`src/rtl/pbus_pkg.sv`:
```
package pbus_pkg;

    typedef enum logic [2:0] {
        PH_IDLE   = 3'd0,
        PH_CTRL   = 3'd1,
        PH_SETTLE = 3'd2,
        PH_DATA   = 3'd3,
        PH_BRST   = 3'd4
    } phase_e;

    typedef enum logic [1:0] {
        FN_BRST = 2'd0,
        FN_CTRL = 2'd1,
        FN_XFER = 2'd2,
        FN_IEN  = 2'd3
    } fn_e;

    // Status layout, MSB first: bit 5 down to bit 0
    typedef struct packed {
        logic ien1;
        logic ien0;
        logic perr_remote;
        logic perr_local;
        logic req1_n;
        logic req0_n;
    } status_t;

    localparam int STATUS_W = 6;

    // Settling cycles for a given clock and hold time, rounded up, never below one
    function automatic int settle_cycles(input int mhz, input int ns);
        int c;
        c = (mhz * ns + 999) / 1000;
        return (c < 1) ? 1 : c;
    endfunction

    // Fixed priority: channel 0 wins
    function automatic logic pick_chan(input logic [1:0] pend);
        return pend[0] ? 1'b0 : 1'b1;
    endfunction

endpackage

```
`src/rtl/pbus_seq.sv`:
```
module pbus_seq
    import pbus_pkg::*;
#(
    parameter int DATA_W     = 16,
    parameter int SETTLE_CYC = 250,
    parameter int RST_CYC    = 4
) (
    input  logic              clk,
    input  logic              rst,
    input  logic              start_xfer,
    input  logic              start_brst,
    input  logic              rd_mode,
    input  logic [DATA_W-1:0] ctrl_word,
    input  logic [DATA_W-1:0] wr_word,
    output logic              busy,
    output logic              drive_oe,
    output logic              ctl_stb,
    output logic              dat_stb,
    output logic              sample,
    output logic              bus_rst,
    output logic [DATA_W-1:0] drive_word
);
    localparam int CNT_MAX = (SETTLE_CYC > RST_CYC) ? SETTLE_CYC : RST_CYC;
    localparam int CNT_W   = $clog2(CNT_MAX + 1);
    localparam logic [CNT_W-1:0] SETTLE_LAST = CNT_W'(SETTLE_CYC - 1);
    localparam logic [CNT_W-1:0] RST_LAST    = CNT_W'(RST_CYC - 1);

    phase_e            ph_q;
    logic [CNT_W-1:0]  cnt_q;
    logic [DATA_W-1:0] wq_q;

    always_ff @(posedge clk) begin
        if (rst) begin
            ph_q  <= PH_IDLE;
            cnt_q <= '0;
            wq_q  <= '0;
        end else begin
            unique case (ph_q)
                PH_IDLE: begin
                    if (start_brst) begin
                        ph_q  <= PH_BRST;
                        cnt_q <= RST_LAST;
                    end else if (start_xfer) begin
                        ph_q <= PH_CTRL;
                        wq_q <= wr_word;
                    end
                end
                PH_CTRL: begin
                    ph_q  <= rd_mode ? PH_SETTLE : PH_DATA;
                    cnt_q <= SETTLE_LAST;
                end
                PH_SETTLE, PH_BRST: begin
                    if (cnt_q == '0) ph_q <= PH_IDLE;
                    else             cnt_q <= cnt_q - 1'b1;
                end
                PH_DATA: ph_q <= PH_IDLE;
                default: ph_q <= PH_IDLE;
            endcase
        end
    end

    always_comb begin
        busy     = (ph_q != PH_IDLE);
        ctl_stb  = (ph_q == PH_CTRL);
        sample   = (ph_q == PH_SETTLE) && (cnt_q == '0);
        dat_stb  = (ph_q == PH_DATA) || sample;
        bus_rst  = (ph_q == PH_BRST);
        drive_oe = (ph_q == PH_CTRL) || (ph_q == PH_SETTLE) || (ph_q == PH_DATA);
        if (ph_q == PH_CTRL || ph_q == PH_SETTLE) drive_word = ctrl_word;
        else if (ph_q == PH_DATA)                 drive_word = wq_q;
        else                                      drive_word = '0;
    end

endmodule

```
`src/rtl/pbus_irq.sv`:
```
module pbus_irq
    import pbus_pkg::*;
(
    input  logic       clk,
    input  logic       rst,
    input  logic [1:0] req_n,
    input  logic       en_wr,
    input  logic [1:0] en_wdata,
    input  logic       ack,
    output logic [1:0] en,
    output logic       irq,
    output logic       chan
);
    logic [1:0] pend;

    always_comb begin
        pend = ~req_n & en;
        irq  = |pend;
        chan = pick_chan(pend);
    end

    always_ff @(posedge clk) begin
        if (rst) begin
            en <= '0;
        end else if (en_wr) begin
            en <= en_wdata;
        end else if (ack && irq) begin
            en[chan] <= 1'b0;
        end
    end

endmodule

```
`src/rtl/pbus_adapter.sv`:
```
module pbus_adapter
    import pbus_pkg::*;
#(
    parameter int DATA_W    = 16,
    parameter int CLK_MHZ   = 250,
    parameter int SETTLE_NS = 1000,
    parameter int RST_CYC   = 4
) (
    input  logic              clk,
    input  logic              rst,
    input  logic              host_req,
    input  logic              host_wr,
    input  logic [1:0]        host_fn,
    input  logic [DATA_W-1:0] host_wdata,
    output logic [DATA_W-1:0] host_rdata,
    output logic              host_rvalid,
    output logic              host_busy,
    output logic              host_irq,
    output logic              host_irq_chan,
    input  logic              host_irq_ack,
    output logic [DATA_W-1:0] bus_ad,
    output logic              bus_ad_oe,
    output logic              bus_ctl_stb,
    output logic              bus_dat_stb,
    output logic              bus_rst,
    input  logic [DATA_W-1:0] bus_din,
    input  logic [1:0]        bus_req_n,
    input  logic              bus_perr_local,
    input  logic              bus_perr_remote
);
    localparam int SETTLE_CYC = settle_cycles(CLK_MHZ, SETTLE_NS);
    localparam int RD_BIT     = DATA_W - 8;

    fn_e               fn;
    logic              accept, go_brst, go_ctrl, go_stat, go_xfer, go_ien;
    logic [DATA_W-1:0] ctrl_q;
    logic [1:0]        perr_q;
    logic [1:0]        ien_q;
    logic              sample;
    status_t           st;

    always_comb begin
        fn      = fn_e'(host_fn);
        accept  = host_req && !host_busy;
        go_brst = accept && (fn == FN_BRST);
        go_ctrl = accept && (fn == FN_CTRL) && host_wr;
        go_stat = accept && (fn == FN_CTRL) && !host_wr;
        go_xfer = accept && (fn == FN_XFER);
        go_ien  = accept && (fn == FN_IEN);
        st      = '{ien1: ien_q[1], ien0: ien_q[0],
                    perr_remote: perr_q[1], perr_local: perr_q[0],
                    req1_n: bus_req_n[1], req0_n: bus_req_n[0]};
    end

    always_ff @(posedge clk) begin
        if (rst) begin
            ctrl_q      <= '0;
            perr_q      <= '0;
            host_rdata  <= '0;
            host_rvalid <= 1'b0;
        end else begin
            if (go_ctrl) ctrl_q <= host_wdata;
            perr_q      <= (perr_q & {2{~go_brst}}) | {bus_perr_remote, bus_perr_local};
            host_rvalid <= sample || go_stat;
            if (sample)       host_rdata <= bus_din;
            else if (go_stat) host_rdata <= {{(DATA_W-STATUS_W){1'b0}}, st};
        end
    end

    pbus_seq #(
        .DATA_W    (DATA_W),
        .SETTLE_CYC(SETTLE_CYC),
        .RST_CYC   (RST_CYC)
    ) u_seq (
        .clk       (clk),
        .rst       (rst),
        .start_xfer(go_xfer),
        .start_brst(go_brst),
        .rd_mode   (ctrl_q[RD_BIT]),
        .ctrl_word (ctrl_q),
        .wr_word   (host_wdata),
        .busy      (host_busy),
        .drive_oe  (bus_ad_oe),
        .ctl_stb   (bus_ctl_stb),
        .dat_stb   (bus_dat_stb),
        .sample    (sample),
        .bus_rst   (bus_rst),
        .drive_word(bus_ad)
    );

    pbus_irq u_irq (
        .clk     (clk),
        .rst     (rst),
        .req_n   (bus_req_n),
        .en_wr   (go_ien),
        .en_wdata(host_wdata[1:0]),
        .ack     (host_irq_ack),
        .en      (ien_q),
        .irq     (host_irq),
        .chan    (host_irq_chan)
    );

endmodule

```
`config.mk`:
```
export PLATFORM = sky130hd
export DESIGN_NAME = pbus_adapter
export DESIGN_NICKNAME = d
export VERILOG_FILES = /design/src/rtl/pbus_pkg.sv /design/src/rtl/pbus_seq.sv /design/src/rtl/pbus_irq.sv /design/src/rtl/pbus_adapter.sv
export SDC_FILE = /design/constraint.sdc
export NUM_CORES = 1
export LEC_CHECK = 0
export BUFFER_PORTS_ARGS = -buffer_cell sky130_fd_sc_hd__buf_4
export CAP_MARGIN = 20
export CORE_UTILIZATION = 55
export CTS_CLUSTER_SIZE = 10
export DETAILED_ROUTE_END_ITERATION = 10
export GPL_TIMING_DRIVEN = 1
export MAX_ROUTING_LAYER = met4
export PLACE_DENSITY = 0.84
export SYNTH_ARGS = -nofsm -noshare
export SYNTH_HDL_FRONTEND = slang
export SYNTH_SLANG_ARGS = --single-unit
```
`constraint.sdc`:
```
create_clock -name clk -period 2.8 [get_ports clk]
set_clock_uncertainty 0.05 [all_clocks]
set_input_delay 0.14 -clock clk [delete_from_list [all_inputs] [get_ports clk]]
set_output_delay 0.14 -clock clk [all_outputs]
set_load 0.01 [all_outputs]
```
==> summary.txt <==
RSZ-0062 raised after global routing - false
Syn_area_per_cell - 8.70 um^2
PD cells - 565 nW/um^2
Overflow after GRT - 0
Total CTS buffers - 9
Flop-to-flop setup slack - 0.60 ns
Most used DFF post-synth - dfxtp_1
IO Pins - 83
Post-layout minimum cycle time - 2.20 ns
Post-route setup TNS - 0 ns
Met3 wire length - 482 um
Critical path peak fanout - 17
Worst r2r dst - host_rdata[2]
Setup repair bufs after CTS - 0
DIE AREA - 5560 um^2
GP Congestion - 0.801
R2R cell count - 5
RR Startpoint - u_seq.ph_q[0]
Number of global-route vias before repair - 2537
Post-synth EDFFs - 0
Ys async rst share - 0%
Worst setup SP type - flip-flop
CP arrival - 2.39 ns
CTS Hold Buffers Added - 15
Number of DRC markers in iteration 0 - 240
Port Buffers - 82
Metal-1 WL - 3090 um
Gate Count Post-Synth - 333
Hold Vio Cnt, Final - 0
Clock slew at reported path FFs - 0.07 ns
Leak Pwr - 1.76 nW
Vias/cell - 5.58
Seq/Total Area, Yosys - 44.2%
CTS tree - built
Worst-Margin Slew - 0.699 ns
Period utilisation layout - 78.5%
Relative slew margins - 53.4%
Die Ht - 74.6 um
Place WS - 0.598 ns
Deepest clock path buffer count - 2
DRC - 0
Hold depth - 3
Status - finished, final reports clean
Fin. max-slew vios - 0
Synth top area share - 44.2%
Clk root buf - clkbuf_8
Top Layer Used - met4
Number of synthesis warnings - 0
Detailed Place HPWL - 4700 um
Nets@finish - 470
Hold Path Class - input port to flip-flop
Setup WS post-layout - 0.603 ns
DRT Pass-1 Iters - 4
Pin count of the biggest net entering global routing - 65
Post-Syn Area - 2900 um^2
CP Capture Type - flip-flop
GRT Total Usage - 28.1%
Hold_sp - bus_din[9]
Vias - 2785
Core Area - 5070 um^2
Post-synth top cells - dfxtp_1, nand2_1, a21oi_1, nor2_1, mux2i_1
CP startpoint - u_seq.ph_q[0]
Synth area leader - dfxtp_1
Post-route ant nets - 0
Final WL - 7380 um
Clock latency on the worst-skew pair - 0.34 ns
Die X - 74.6 um
Register bit total from synthesis - 64
WHS Endpoint - host_rdata[9]
Crit path kind - flip-flop to flip-flop
CTS H-tree depth - 3
First-pass GRT wire length - 11400 um
Final Setup Violations - 0
Worst Path Required - 2.99 ns
Fillcell total - 379
# diodes - 0
CTS sink cnt - 64
Initial antenna violation count - 0
Top post-synthesis cells by area - dfxtp_1, mux2i_1, nand2_1
P&R area growth vs syn - 34.5%
Share of layout cells above drive strength 1 - 26.6%
Met2 wire length - 3640 um
Unique cell type count in the Yosys netlist - 47
Starting Density - 57.1%
Max Cap Violations - 0
# resized after CTS - 0
Sequential Area - 1280 um^2
Number of core rows - 26
Peak supply drop - 0.000386 V
Post-Syn Nets - 378
Multi-input gate area in the final layout - 1460 um^2
Fmax - 455 MHz
Most frequent cell after synthesis - dfxtp_1
Avg WL per Cell - 14.8 um
registers in the layout, summed over array words and instances (netlist names):
signal and count:
ctrl_q 16, host_rdata 16, host_rvalid 1, perr_q 2, u_irq.en 2, u_seq.cnt_q 8, u_seq.ph_q 3, u_seq.wq_q 16
report_power, final:
group          leakage (nW)  switching (mW)  internal, mW  total, mW
registers             0.519          0.0338         0.948      0.982
logic                  1.12           0.173         0.159      0.331
clock network         0.112           0.344         0.544      0.888
routing by layer:
layer	global-route usage [%]	vias up
li1	-	1363
met1	32.6	1303
met2	45.4	96
met3	7.72	23
met4	12.2	0
met5	-	-
cell type report:
class,instances,share of cell area (%)
clock buffers,12,3.98
clock inverters,3,1.67
inverters,10,0.964
multi-input cells,237,37.4
flip-flops and latches,64,32.9
well taps,70,2.25
repair buffers,103,20.9
metrics by stage:
stage                     instance area, um^2  hold slack, ns  cells  power, mW  utilization (%)
after floorplan                          2900           0.207    333       1.19                -
after global placement                   3510           0.300    468       1.30             69.3
after detailed placement                 3510           0.309    468       1.31             69.3
after CTS                                3880        0.000974    498       2.20             76.6
after global routing                     3890         0.00838    499       2.28             76.8
final                                    3890       0.0000385    499       2.20             76.8
critical path, stage by stage (launching register included):
cell,delay (ns)
dfxtp_1,0.48
nor3_4,0.30
inv_2,0.09
or3_1,0.66
mux2i_1,0.22
a211oi_1,0.30
cells by family (layout without fill, tap and decap cells):
logic type	after synthesis	count (layout)	share of synthesized area [%]
AO/OA/AOI/OAI	81	81	18.9
adder cells (fa/ha/maj)	2	2	0.864
AND/OR/NAND/NOR	129	129	21.2
flip-flops	64	64	44.2
XOR/XNOR	1	1	0.950
multiplexers	24	24	8.29
buffers and inverters	32	128	5.53
worst max path at each step:
stage / cells after the start / to / slack [ns]
finish: 5 / host_rdata[2] / 0.60
global route: 5 / host_rdata[1] / 0.47
CTS: 5 / host_rdata[2] / 0.60
detailed placement: 5 / host_rdata[2] / 0.60
global placement: 5 / host_rdata[0] / 0.78
floorplan: 6 / u_seq.cnt_q[6] / 1.07
cell usage in the layout, fill, tap and decap left out, drive strengths merged, types with 9 or more instances in the layout:
cell type and count:
buf 87, nor3 9, dfxtp 64, mux2i 24, clkbuf 12, nand3 13, a21oi 36, nor2 34
nand2 51, a211oi 9, dlygate4sd3 16, inv 10, a22o 16
Power figures use the tool's default switching activity.
